### config.mk
export PLATFORM = sky130hd
export DESIGN_NAME = pcm_tsp
export DESIGN_NICKNAME = d
export VERILOG_FILES = /design/src/rtl/pcm_tsp_pkg.sv /design/src/rtl/pcm_tsp_sync.sv /design/src/rtl/pcm_tsp_timebase.sv /design/src/rtl/pcm_tsp_rx.sv /design/src/rtl/pcm_tsp_tx.sv /design/src/rtl/pcm_tsp.sv
export SDC_FILE = /design/constraint.sdc
export NUM_CORES = 1
export LEC_CHECK = 0
export ABC_AREA = 1
export BUFFER_PORTS_ARGS = -buffer_cell sky130_fd_sc_hd__buf_2
export CORE_MARGIN = 4
export CORE_UTILIZATION = 51
export CTS_BUF_LIST = sky130_fd_sc_hd__clkbuf_16
export CTS_CLUSTER_SIZE = 8
export DETAILED_ROUTE_END_ITERATION = 7
export MAX_ROUTING_LAYER = met4
export PLACE_DENSITY_LB_ADDON = 0.25
export SYNTH_ARGS = -nofsm -noshare
export SYNTH_HDL_FRONTEND = slang
export SYNTH_SLANG_ARGS = --single-unit
### constraint.sdc
create_clock -name clk -period 3 [get_ports clk]
set_input_delay 0.45 -clock clk [delete_from_list [all_inputs] [get_ports clk]]
set_output_delay 0.45 -clock clk [all_outputs]
set_load 0.1 [all_outputs]
### src/rtl/pcm_tsp_pkg.sv
package pcm_tsp_pkg;

  // Where the current bit lies relative to the selected slot.
  typedef struct packed {
    logic hit;    // bit belongs to the selected slot
    logic first;  // MSB position of the slot
    logic last;   // LSB position of the slot
  } slot_pos_t;

endpackage

### src/rtl/pcm_tsp_sync.sv
// Synchronizes the bus inputs into the system clock domain and derives
// single-cycle bit-clock edge pulses aligned with the synchronized data.
module pcm_tsp_sync #(
  parameter int STAGES = 2
) (
  input  logic clk,
  input  logic rst_n,
  input  logic bit_clk,
  input  logic frm_sync,
  input  logic ser_in,
  output logic rise,
  output logic fall,
  output logic fs_s,
  output logic din_smp
);

  for (genvar i = 0; i < STAGES; i++) begin : g_st
    logic [2:0] q;
    if (i == 0) begin : g_first
      always_ff @(posedge clk or negedge rst_n) begin
        if (!rst_n) q <= 3'b001;
        else        q <= {bit_clk, frm_sync, ser_in};
      end
    end else begin : g_next
      always_ff @(posedge clk or negedge rst_n) begin
        if (!rst_n) q <= 3'b001;
        else        q <= g_st[i-1].q;
      end
    end
  end

  logic [2:0] tail;
  logic       bclk_d;

  assign tail = g_st[STAGES-1].q;
  assign rise = tail[2] & ~bclk_d;
  assign fall = ~tail[2] & bclk_d;
  assign fs_s = tail[1];

  always_ff @(posedge clk or negedge rst_n) begin
    if (!rst_n) begin
      bclk_d  <= 1'b0;
      din_smp <= 1'b1;
    end else begin
      bclk_d <= tail[2];
      if (fall) din_smp <= tail[0];
    end
  end

endmodule

### src/rtl/pcm_tsp_timebase.sv
// Bit position counter for one direction. Restarts at every frame-sync
// rising edge, saturates at an idle value past the last slot, and latches
// the slot select at frame start. One cycle after each step pulse, adv is
// high and pos/slot information describe the bit just stepped to.
module pcm_tsp_timebase
  import pcm_tsp_pkg::*;
#(
  parameter int WORD_W = 8,
  parameter int SLOTS  = 7,
  parameter int SEL_W  = 3,
  parameter int POS_W  = 6
) (
  input  logic             clk,
  input  logic             rst_n,
  input  logic             step,
  input  logic             fs_s,
  input  logic [SEL_W-1:0] sel_in,
  output logic             adv,
  output slot_pos_t        sp
);

  localparam logic [POS_W-1:0] IDLE_POS = POS_W'(SLOTS * WORD_W);
  localparam logic [POS_W-1:0] W_POS    = POS_W'(WORD_W);
  localparam logic [POS_W-1:0] W_LAST   = POS_W'(WORD_W - 1);

  logic             fs_last;
  logic [POS_W-1:0] pos_q;
  logic [SEL_W-1:0] sel_q;

  always_ff @(posedge clk or negedge rst_n) begin
    if (!rst_n) begin
      fs_last <= 1'b0;
      pos_q   <= IDLE_POS;
      sel_q   <= '0;
      adv     <= 1'b0;
    end else begin
      adv <= step;
      if (step) begin
        fs_last <= fs_s;
        if (fs_s && !fs_last) begin
          pos_q <= '0;
          sel_q <= sel_in;
        end else if (pos_q != IDLE_POS) begin
          pos_q <= pos_q + 1'b1;
        end
      end
    end
  end

  logic [SLOTS-1:0] win, at_first, at_last;

  // Offset from each slot base; wraps far above WORD_W when below the base.
  for (genvar s = 0; s < SLOTS; s++) begin : g_win
    localparam logic [POS_W-1:0] LO = POS_W'(s * WORD_W);
    logic [POS_W-1:0] off;
    assign off         = pos_q - LO;
    assign win[s]      = off < W_POS;
    assign at_first[s] = off == '0;
    assign at_last[s]  = off == W_LAST;
  end

  always_comb begin
    sp = '0;
    for (int s = 0; s < SLOTS; s++) begin
      if (sel_q == SEL_W'(s + 1)) begin
        sp.hit   = win[s];
        sp.first = at_first[s];
        sp.last  = at_last[s];
      end
    end
  end

endmodule

### src/rtl/pcm_tsp_rx.sv
// Receive shifter: collects the bits of the selected slot MSB first and
// emits the word with a single-cycle strobe once all bits arrived intact.
module pcm_tsp_rx
  import pcm_tsp_pkg::*;
#(
  parameter int WORD_W = 8
) (
  input  logic              clk,
  input  logic              rst_n,
  input  logic              adv,
  input  slot_pos_t         sp,
  input  logic              din,
  input  logic              pwr_dn,
  output logic [WORD_W-1:0] word_q,
  output logic              valid_q
);

  logic [WORD_W-1:0] sh;
  logic              ok;
  logic              intact;

  assign intact = sp.first | ok;

  always_ff @(posedge clk or negedge rst_n) begin
    if (!rst_n) begin
      sh      <= '0;
      ok      <= 1'b0;
      word_q  <= '0;
      valid_q <= 1'b0;
    end else begin
      valid_q <= 1'b0;
      if (pwr_dn) begin
        ok <= 1'b0;
      end else if (adv) begin
        if (sp.hit) begin
          sh <= {sh[WORD_W-2:0], din};
          ok <= intact & ~sp.last;
          if (sp.last && intact) begin
            word_q  <= {sh[WORD_W-2:0], din};
            valid_q <= 1'b1;
          end
        end else begin
          ok <= 1'b0;
        end
      end
    end
  end

endmodule

### src/rtl/pcm_tsp_tx.sv
// Transmit shifter: latches the parallel word at the slot's first bit and
// launches one bit per rising-edge step; releases the line outside the slot.
module pcm_tsp_tx
  import pcm_tsp_pkg::*;
#(
  parameter int WORD_W = 8
) (
  input  logic              clk,
  input  logic              rst_n,
  input  logic              adv,
  input  slot_pos_t         sp,
  input  logic [WORD_W-1:0] word,
  input  logic              pwr_dn,
  output logic              dout_q,
  output logic              oe_q,
  output logic              take_q
);

  logic [WORD_W-1:0] sh;
  logic              ok;

  always_ff @(posedge clk or negedge rst_n) begin
    if (!rst_n) begin
      sh     <= '0;
      ok     <= 1'b0;
      dout_q <= 1'b1;
      oe_q   <= 1'b0;
      take_q <= 1'b0;
    end else begin
      take_q <= 1'b0;
      if (pwr_dn) begin
        ok     <= 1'b0;
        oe_q   <= 1'b0;
        dout_q <= 1'b1;
      end else if (adv) begin
        if (sp.hit && (sp.first || ok)) begin
          oe_q <= 1'b1;
          ok   <= ~sp.last;
          if (sp.first) begin
            dout_q <= word[WORD_W-1];
            sh     <= {word[WORD_W-2:0], 1'b0};
            take_q <= 1'b1;
          end else begin
            dout_q <= sh[WORD_W-1];
            sh     <= {sh[WORD_W-2:0], 1'b0};
          end
        end else begin
          ok     <= 1'b0;
          oe_q   <= 1'b0;
          dout_q <= 1'b1;
        end
      end
    end
  end

endmodule

### src/rtl/pcm_tsp.sv
// Bidirectional PCM time-slot serial port.
module pcm_tsp
  import pcm_tsp_pkg::*;
#(
  parameter int WORD_W      = 8,
  parameter int SLOTS       = 7,
  parameter int SYNC_STAGES = 2,
  parameter int SEL_W       = $clog2(SLOTS + 1)
) (
  input  logic              clk,
  input  logic              rst_n,
  input  logic              bit_clk,
  input  logic              frm_sync,
  input  logic              ser_in,
  output logic              ser_out,
  output logic              ser_oe,
  input  logic              pwr_dn,
  input  logic [SEL_W-1:0]  rx_slot,
  input  logic [SEL_W-1:0]  tx_slot,
  output logic [WORD_W-1:0] rx_data,
  output logic              rx_valid,
  input  logic [WORD_W-1:0] tx_data,
  output logic              tx_take
);

  localparam int POS_W = $clog2(SLOTS * WORD_W + 1);

  logic      rise, fall, fs_s, din_smp;
  logic      rx_adv, tx_adv;
  slot_pos_t rx_sp, tx_sp;
  logic      tx_bit, tx_oe;

  pcm_tsp_sync #(.STAGES(SYNC_STAGES)) u_sync (
    .clk     (clk),
    .rst_n   (rst_n),
    .bit_clk (bit_clk),
    .frm_sync(frm_sync),
    .ser_in  (ser_in),
    .rise    (rise),
    .fall    (fall),
    .fs_s    (fs_s),
    .din_smp (din_smp)
  );

  // Receive side counts falling edges, transmit side counts rising edges.
  pcm_tsp_timebase #(
    .WORD_W(WORD_W), .SLOTS(SLOTS), .SEL_W(SEL_W), .POS_W(POS_W)
  ) u_rx_tb (
    .clk   (clk),
    .rst_n (rst_n),
    .step  (fall),
    .fs_s  (fs_s),
    .sel_in(rx_slot),
    .adv   (rx_adv),
    .sp    (rx_sp)
  );

  pcm_tsp_timebase #(
    .WORD_W(WORD_W), .SLOTS(SLOTS), .SEL_W(SEL_W), .POS_W(POS_W)
  ) u_tx_tb (
    .clk   (clk),
    .rst_n (rst_n),
    .step  (rise),
    .fs_s  (fs_s),
    .sel_in(tx_slot),
    .adv   (tx_adv),
    .sp    (tx_sp)
  );

  pcm_tsp_rx #(.WORD_W(WORD_W)) u_rx (
    .clk    (clk),
    .rst_n  (rst_n),
    .adv    (rx_adv),
    .sp     (rx_sp),
    .din    (din_smp),
    .pwr_dn (pwr_dn),
    .word_q (rx_data),
    .valid_q(rx_valid)
  );

  pcm_tsp_tx #(.WORD_W(WORD_W)) u_tx (
    .clk   (clk),
    .rst_n (rst_n),
    .adv   (tx_adv),
    .sp    (tx_sp),
    .word  (tx_data),
    .pwr_dn(pwr_dn),
    .dout_q(tx_bit),
    .oe_q  (tx_oe),
    .take_q(tx_take)
  );

  // Power-down releases the pad at once, not only at the next bit step.
  assign ser_oe  = tx_oe & ~pwr_dn;
  assign ser_out = ser_oe ? tx_bit : 1'b1;

endmodule

# [Word level (Yosys, flattened, before mapping)]
# Cells that the tools add are included.
[op_classes] n_lt_le_gt_ge=14 bitwise_logic=10 addsub=14 muxes=41 n_eq_ne=30 n_reduce_logical=32
[ops] operator="$eq A6 B3 Y1 const B" n=14
[ops] operator="$logic_not A6 Y1" n=14
[ops] operator="$lt A6 B4 Y1 const B" n=14
[ops] operator="$mux W3" n=14
[ops] operator="$sub A6 B6 Y6 const B" n=6
[ops] operator="$eq A3 B3 Y1 const B" n=8
[ops] operator="$mux W6" n=4
[ops] operator="$sub A6 B5 Y6 const B" n=4
[ops] operator="$mux W1" n=22
[ops] operator="$add A6 B1 Y6 const B" n=2
[ops] operator="$eq A3 B2 Y1 const B" n=4
[ops] operator="$ne A6 B6 Y1 const B" n=2
[ops] operator="$sub A6 B4 Y6 const B" n=2
[ops] operator="$mux W8" n=1
[ops] operator="$reduce_and A2 Y1" n=4
[ops] operator="$reduce_bool A2 Y1" n=4
[ops] operator="$eq A3 B1 Y1 const B" n=2
[ops] operator="$reduce_and A3 Y1" n=2
[ops] operator="$not A1 Y1" n=5
[ops] operator="$and A1 B1 Y1" n=4
[ops] operator="$logic_and A1 B1 Y1" n=4
[ops] operator="$reduce_and A4 Y1" n=1
[ops] operator="$logic_not A1 Y1" n=2
[ops] operator="$logic_or A1 B1 Y1" n=1
[ops] operator="$or A1 B1 Y1" n=1
[word_totals] regBits=59 inputBits=20

# [Longest topological paths before layout]
# Gate-level depths: netlist (run 1).
[logic_depth] word_depth=14 depth_mapped=16 mapped_depth_nobuf=15

# [Hierarchy]
# A second synthesis (run 1) with hierarchy kept.
[unflattened] cells_unflattened=424 area_unflattened_um2=3239.4
[modules_own_cells] module="pcm_tsp_timebase" n_inst=2 area_each_um2=858.3 seq_area_each_um2=279.0 cells_per_inst=130
[modules_own_cells] module="pcm_tsp_rx" n_inst=1 area_each_um2=686.9 seq_area_each_um2=425.4 cells_per_inst=75
[modules_own_cells] module="pcm_tsp_tx" n_inst=1 area_each_um2=579.3 seq_area_each_um2=276.5 cells_per_inst=69
[modules_own_cells] module="pcm_tsp_sync" n_inst=1 area_each_um2=234.0 seq_area_each_um2=203.9 cells_per_inst=15
[modules_own_cells] module="pcm_tsp" n_inst=1 area_each_um2=22.5 seq_area_each_um2=0.0 cells_per_inst=5

# [Least setup slack after synthesis (run 1)]
# No wires, ideal clock.
[synth_timing] path_kind="input to output" startpoint="input port pwr_dn" endpoint="output port ser_out" t_required_ps=2550 arrival_time_ps=2826 path_stages=2 n_path_buf=0 slack_ps=-276 path_cell_list="nor2_1 -> nand2_1"
[synth_between] elab_chain_cells=3
[synth_rtl] element="from (decl)" line="pcm_tsp.sv:17" text="input logic pwr_dn,"
[synth_rtl] element="$not A1 Y1 (no line)"
[synth_rtl] element="$and A1 B1 Y1" line="pcm_tsp.sv:94" text="assign ser_oe = tx_oe & ~pwr_dn;"
[synth_rtl] element="$mux W1" line="pcm_tsp.sv:95" text="assign ser_out = ser_oe ? tx_bit : 1'b1;"
[synth_rtl] element="to (decl)" line="pcm_tsp.sv:15" text="output logic ser_out,"
# No other way between the ends.

# [Final worst setup path (run 1)]
[layout_timing] startpoint="register u_tx_tb.pos_q[3]" endpoint="register u_tx.sh[3]"
[layout_between] elab_chain_cells=11
[layout_rtl] element="from (decl)" line="pcm_tsp_timebase.sv:27" text="logic [POS_W-1:0] pos_q;"
[layout_rtl] element="from (signal assigned)" line="pcm_tsp_timebase.sv:44" text="pos_q <= pos_q + 1'b1;"
[layout_rtl] element="parallel branches: the longest is 7 deep, another holds $sub A6 B4 Y6"
[layout_rtl] element="$mux W3 *" line="pcm_tsp_timebase.sv:65" text="if (sel_q == SEL_W'(s + 1)) begin"
[layout_rtl] element="$logic_or A1 B1 Y1" line="pcm_tsp_tx.sv:36" text="if (sp.hit && (sp.first || ok)) begin"
[layout_rtl] element="$logic_and A1 B1 Y1" line="pcm_tsp_tx.sv:36"
[layout_rtl] element="$reduce_and A3 Y1 (no line)"
[layout_rtl] element="to (signal assigned)" line="pcm_tsp_tx.sv:41" text="sh <= {word[WORD_W-2:0], 1'b0};"
[layout_rtl] element="to (signal assigned)" line="pcm_tsp_tx.sv:45" text="sh <= {sh[WORD_W-2:0], 1'b0};"
[layout_rtl] element="to (decl)" line="pcm_tsp_tx.sv:19" text="logic [WORD_W-1:0] sh;"
# Mark *: on every way between the ends.
# A chain may end at the register's enable or synchronous reset.

==> results of run 1 <==
## layout make-up
| type | count | area [sq um] | share of cell area (%) |
|---|---|---|---|
| Clock buffer | 9 | 225 | 6.01 |
| Clock inverter | 7 | 80.1 | 2.14 |
| Timing Repair Buffer | 33 | 170 | 4.54 |
| Tap cell | 75 | 93.8 | 2.50 |
| Multi-Input combinational cell | 282 | 1500 | 40.1 |
| Inverter | 56 | 213 | 5.68 |
| Sequential cell | 58 | 1460 | 39.1 |
## placed cells by master (no fill, tap or decap), drive strengths merged
master and n:
a22oi 2, a31oi 1, dfstp 10, clkbuf 9, nand2 116, nand3 30
dfrtp 48, a211oi 3, nand3b 3, a221oi 1, bufinv 2, o31a 1
nor2 45, nor4 3, nor3 13, inv 60, nand4 21, or3b 1
o21bai 1, a21oi 4, o21ai 24, xor2 3, buf 33, ha 8
o31ai 1, nor3b 1, clkinv 1
## through the flow
| stage | cells | area (sq um) | utilization [%] |
|---|---|---|---|
| floorplan | 403 | 3240 | - |
| global placement | 504 | 3440 | 57.1 |
| detailed placement | 504 | 3440 | 57.1 |
| CTS | 520 | 3750 | 62.2 |
| global route | 520 | 3750 | 62.2 |
| finish | 520 | 3750 | 62.2 |
## worst max-delay path, delay by kind of cell, from the launching register on
| family | cells | cell delay [ns] |
|---|---|---|
| flops | 1 | 0.64 |
| simple gates | 9 | 1.14 |
| fa+ha+maj | 1 | 0.35 |
| buf+inv | 2 | 0.22 |
## metal layers
metal	wire length (microns)	part of all wire, %	track usage [%]	up-vias
met2	2920	45	29.6	70
met5	0	0	-	-
li1	-	-	-	1389
met4	118	1.8	8.65	0
met3	397	6.1	3.67	13
met1	3030	47	24.8	1217
## power breakdown
part	internal [mW]	leakage (nW)	switching [mW]
Sequential	0.887	0.735	0.0882
Combinational	0.142	1.02	0.285
Clock	0.711	0.164	0.323
## logic make-up after synthesis
group	count (synthesis)	share of synthesized area [%]
compound gates	38	7.51
xor+xnor	3	1.05
fa+ha+maj	8	3.10
buf+inv	63	8.36
flops	58	45.3
simple gates	233	34.7
## registers in the layout, summed over array words and instances, names as in the netlist, 3 cells and up
| signal | count |
|---|---|
| u_rx.sh | 7 |
| u_rx.word_q | 8 |
| u_rx_tb.pos_q | 6 |
| u_rx_tb.sel_q | 3 |
| u_sync.g_st.q | 6 |
| u_tx.sh | 7 |
| u_tx_tb.pos_q | 6 |
| u_tx_tb.sel_q | 3 |
## how the worst max path moves through the flow
| stage | to | start | slack, ns | cells past startpoint |
|---|---|---|---|---|
| global placement | u_tx.oe_q$_DFFE_PN0P_ | u_tx_tb.pos_q[3]$_DFFE_PN1P_ | 0.67 | 11 |
| CTS | u_tx.sh[3]$_DFFE_PN0P_ | u_tx_tb.pos_q[3]$_DFFE_PN1P_ | 0.61 | 12 |
| finish | u_tx.sh[3]$_DFFE_PN0P_ | u_tx_tb.pos_q[3]$_DFFE_PN1P_ | 0.60 | 12 |
| floorplan | ser_out | pwr_dn | 0.42 | 2 |
| global route | u_tx.sh[5]$_DFFE_PN0P_ | u_tx_tb.pos_q[3]$_DFFE_PN1P_ | 0.37 | 14 |
| detailed placement | u_tx.oe_q$_DFFE_PN0P_ | u_tx_tb.pos_q[3]$_DFFE_PN1P_ | 0.62 | 11 |
==> summary.md, run 1 <==
| Metric | Value |
|---|---|
| IO buf count | 31 |
| Vias in the first global route | between 2000 and 3000 |
| Ports | 32 |
| Primary FF master, synth | dfrtp_1 |
| Drt wl/cell | between 10 and 15 microns |
| GRT overflow | 0 |
| Clock Latency Late Sink | 0.32 ns |
| Final number of setup-violating endpoints | 0 |
| Number of hold buffers added after CTS | 0 |
| Pin count of the biggest net entering global routing | 45 |
| Post-synth ARST share | 100% |
| Inserted Clock Buffers | 9 |
| Synth Warn # | 0 |
| Max_cap viols | 0 |
| Layout cell share with drive strength beyond 1 | around 21% |
| Rows | 28 |
| Cell Area, Synth | roughly 3200 sq um |
| CTS tree | yes |
| Maximum vdd ir drop | roughly 0.43 mV |
| Final hold slack | about 0.23 ns |
| CP required | between 3 and 4 ns |
| Syn nets | between 400 and 500 |
| Initial Util | a little over half |
| Post-synth top area share | about 37% |
| Max-slew violation count | 0 |
| Clock sink count | between 50 and 60 |
| Core Area | approximately 6000 sq um |
| Post-route setup slack | 0.601 ns |
| Critical path launch point type | flop |
| Worst reg-to-reg path cell count | 12 |
| Final Critical Period | around 2.4 ns |
| Critical path cell sequence | inv_1 > ha_1 > inv_1 > nand3_1 > nor3_2 > nor2_2 > nand4_4 > nor2_4 > nor2_8 > nand2_4 > nand2_1 > nand2_1 |
| DIE AREA | approximately 7700 sq um |
| Top post-synthesis cells by count | nand2_1 (111), dfrtp_1 (48), inv_1 (46), nor2_1 (40), nand3_1 (26) |
| Chip height | 87.6 microns |
| Worst Max-Slew Pin Slew | just over 0.9 ns |
| Post-CTS Setup Bufs | 0 |
| TNS Setup | 0 ns |
| Initial antenna violation count | 0 |
| Starting DRT DRC Count | 92 |
| Worst-path clk slew | about 0.050 ns |
| Clock skew | roughly 0.0052 ns |
| Crit Path Category | flop to flop |
| First-pass GRT wire length | approximately 11 mm |
| Post-Synthesis Cells | 403 |
| Tcrit/Tclk final | between 70 and 80% |
| Critical Path Slowest Stage Cell | dfstp_2 |
| Worst hold path class | primary input to flop |
| Sequential element share of the synthesized area | between 40% and 50% |
| Routed Antenna Nets | 0 |
| Drt first pass iters | 4 |
| # fillers | ~520 |
| Hold EP | u_sync.g_st[0].q[0]$_DFF_PN1_ |
| Routability Congestion | 0.968 |
| Highest Clock Rate | 0.417 GHz |
| Synth-to-Final Area Change | 15.9% |
| Top-count cell post-synth | nand2_1 |
| DP Wirelength | between 4 and 5 mm |
| Post-cts resize count | 0 |
| Synth area leaders | dfrtp_1 (37%), nand2_1 (13%), dfstp_2 (8.1%) |
| Cells on Worst Hold Path | 1 |
| CP peak stage delay | 0.64 ns |
| Crit Path Max Fanout | 15 |
| Die W | just under 90 microns |
| H-tree lvl count | 3 |
| Worst Path Arrival | ~2.7 ns |
| Reg2reg start | u_tx_tb.pos_q[3]$_DFFE_PN1P_ |
| Via Count | 2689 |
| Vias/cell | 5.17 |
| Final WL | approximately 6.5 mm |
| Nets@finish | around 470 |
| RSZ-0062 raised after global routing | no |
| Worst Setup End Kind | flop |
| Worst reg2reg setup slack | 0.60 ns |
| Distinct cells, synth | 40 |
| FF+latch count, synth | just under 60 |
| P_leak | 1.92 nW |
| Pwr dens | around 650 nW/um^2 |
| Inserted Diodes | 0 |
| Status | finished, final reports clean |
| Place WS | approximately 0.62 ns |
| EDFF count, synth | 0 |
| Hold Startpoint | ser_in |
| Clock root cell | clkbuf_16 |
| Biggest area consumer among synthesized cells | dfrtp_1 |
| R2r endpoint | u_tx.sh[3]$_DFFE_PN0P_ |
| Number of remaining DRC errors | 0 |
| Final Power | 2.44 mW |
| CTS max path bufs | 2 |
| Synth Area per Inst | about 8 sq um |
| Final Hold Fails | 0 |
| Total global-route track usage | between 10% and 20% |
| Rel. slew slack | a little under two fifths |
Power figures use the tool's default switching activity.
==> run 2: changes to the inputs <==
- clock period: 3 -> 1.9 ns (I/O delays scaled with it)
==> summary.md, run 2 (synthesis gave the netlist of run 1 again) <==
| Metric | Value |
|---|---|
| Failing checks | setup timing |
| Final number of setup-violating endpoints | 18 |
| Sequential power share | a little under two fifths |
| Drt first pass iters | 4 |
| Commonest non-fill, non-tap cell in the layout | nand2_1 |
| Internal | around 2.9 mW |
| Worst Path Arrival | 2.31 ns |
| Worst hold path class | primary input to flop |
| Commonest cells after routing, fill and taps aside | nand2_1 (76), dfrtp_1 (48), inv_1 (42) |
| Largest register FFs | 8 |
| First-pass GRT wire length | 12.5 mm |
| Drt wl/cell | around 14 microns |
| Clock sink count | between 50 and 60 |
| Initial antenna violation count | 0 |
| IO buf count | 31 |
| Max-slew violation count | 0 |
| Highest Clock Rate | between 0.4 and 0.5 GHz |
| Vias/cell | about 5.4 |
| Clock skew | ~0.0084 ns |
| Switching share of power | a little under a third |
| Clock share of power | a little over two fifths |
| Routed Antenna Nets | 0 |
| Buf+Inv Stages, Crit Path | 3 |
| Critical Path Slowest Stage Cell | dfstp_2 |
| Critical path's top delay family | simple AND/OR/NAND/NOR gates |
| Rel. slew slack | about three fifths |
| CP peak stage delay | roughly 0.61 ns |
| Status | complete, but fails checks |
| Synth-to-Final Area Change | 32.5% |
| Most common cell on crit path | nand2_2 |
| Rows | 28 |
| Non-filler cells, final | roughly 550 |
| CP required | around 2.2 ns |
| Clock root cell | clkbuf_16 |
| Via Count | about 3000 |
| Worst-path clk slew | approximately 0.050 ns |
| DIE AREA | around 7700 sq um |
| Die W | just under 90 microns |
| Ports | 32 |
| GRT overflow | 0 |
| Post-placement cell count | 527 |
| Vias in the first global route | roughly 2900 |
| Worst Setup End Kind | flop |
| Routability Congestion | 0.879 |
| Final Hold Fails | 0 |
| RSZ-0062 raised after global routing | yes |
| Max_cap viols | 0 |
| Most flop-heavy register | u_rx.word_q |
| H-tree lvl count | 3 |
| Tcrit/Tclk final | 108% |
| Core Area | approximately 6000 sq um |
| Critical path launch point type | flop |
| Inserted Clock Buffers | 9 |
| Pwr dens | between 900 and 1000 nW/um^2 |
| Critical path cell sequence | inv_6 > ha_4 > inv_2 > nand2_2 > nand2_4 > nor2_4 > nand2_2 > nand3_4 > nor2_4 > nand4_4 > buf_4 > o21ai_2 > nand3_1 > nand2_2 |
| Inserted Diodes | 0 |
| Starting DRT DRC Count | approximately 150 |
| Nets@finish | about 500 |
| Number of remaining DRC errors | 0 |
| Pin count of the biggest net entering global routing | 25 |
| Worst Max-Slew Pin Slew | about 0.57 ns |
| Largest regs | u_rx.word_q: 8 flops, u_rx.sh: 7 flops, u_tx.sh: 7 flops |
| Initial Util | 53.7% |
| Final WL | 7.45 mm |
| P_leak | between 2 and 2.5 nW |
| Chip height | ~88 microns |
| Final Critical Period | slightly above 2 ns |
| Sw Pwr | roughly 1.3 mW |
| Post-route setup slack | -0.149 ns |
| Clock Latency Late Sink | about 0.33 ns |
| Crit Path Max Fanout | 7 |
| Final hold slack | 0.0557 ns |
| Combinational fraction of design power | between 20% and 30% |
| CTS max path bufs | 2 |
| CTS tree | yes |
| Total global-route track usage | about 22% |
| Crit Path Category | flop to flop |
| DP Wirelength | roughly 5 mm |
| Layout cell share with drive strength beyond 1 | 37.9% |
| Maximum vdd ir drop | 0.740 mV |
## run 2: cell types whose count changed in the layout (fill, tap and decap cells not counted), sizes merged
cell,before,now
nor2,45,46
dlygate4sd3,0,1
inv,60,57
buf,33,58
clkinv,1,2
clkinvlp,0,2
## run 2: area by class of cell
| type | count | area, sq um |
|---|---|---|
| inverter | 56 | 230 |
| timing repair buffer | 59 | 408 |
| clock inverter | 7 | 101 |
| multi-input combinational | 283 | 1760 |
| fill | 456 | 1740 |
| clock buffer | 9 | 225 |
| tap | 75 | 93.8 |
| sequential | 58 | 1460 |
## run 2: metal layers
metal	global-route usage, %	share of wire [%]
met5	-	0
met3	6.96	5.3
met4	9.34	2.9
met2	33.8	50
met1	25.2	41
## run 2: worst paths after layout
kind | from | end | slack [ns] | depth (start not counted)
max in group asynchronous | rst_n | u_rx.word_q[1]$_DFFE_PN0P_ | 0.81 | 3
worst min register to register | u_sync.g_st[0].q[1]$_DFF_PN0_ | u_sync.g_st[1].q[1]$_DFF_PN0_ | 0.35 | 0
worst min-delay path | ser_in | u_sync.g_st[0].q[0]$_DFF_PN1_ | 0.06 | 1
worst max register to register | u_tx_tb.pos_q[3]$_DFFE_PN1P_ | u_tx.sh[6]$_DFFE_PN0P_ | -0.15 | 14
worst max-delay path | u_tx_tb.pos_q[3]$_DFFE_PN1P_ | u_tx.sh[6]$_DFFE_PN0P_ | -0.15 | 14
min in group asynchronous | rst_n | u_rx_tb.sel_q[1]$_DFFE_PN0P_ | 0.49 | 2
## run 2: power by group through the flow
stage | Sequential [mW] | Combinational (mW) | Clock (mW)
after floorplan | 1.51 | 0.570 | 0
after global placement | 1.54 | 0.768 | 0
after detailed placement | 1.55 | 0.787 | 0
after CTS | 1.54 | 0.831 | 1.79
after global routing | 1.57 | 1.02 | 1.85
final | 1.55 | 0.905 | 1.77
## run 2: per-stage QoR
| stage | TNS (ns) | setup slack [ns] | total power [mW] | utilization, % | cell area (sq um) |
|---|---|---|---|---|---|
| 4_1_cts | -0.696 | -0.0841 | 4.16 | 68.1 | 4100 |
| 6_report | -1.17 | -0.149 | 4.22 | 71.1 | 4280 |
| 5_1_grt | -3.96 | -0.251 | 4.44 | 71.1 | 4280 |
| 2_1_floorplan | -0.249 | -0.0413 | 2.08 | - | 3290 |
| 3_5_place_dp | -0.556 | -0.0880 | 2.34 | 61.3 | 3690 |
| 3_3_place_gp | -0.121 | -0.0297 | 2.31 | 61.3 | 3690 |
## run 2: timing repair
item / in CTS / in global routing
endpoints found under the setup margin: 10 / 34
pin swaps: 9 / 18
gates cloned: 1 / 0
hold endpoints to repair: 15 / 0
buffers inserted: 1 / 1
gates resized for setup: 13 / 55
hold buffers: 1 / 0
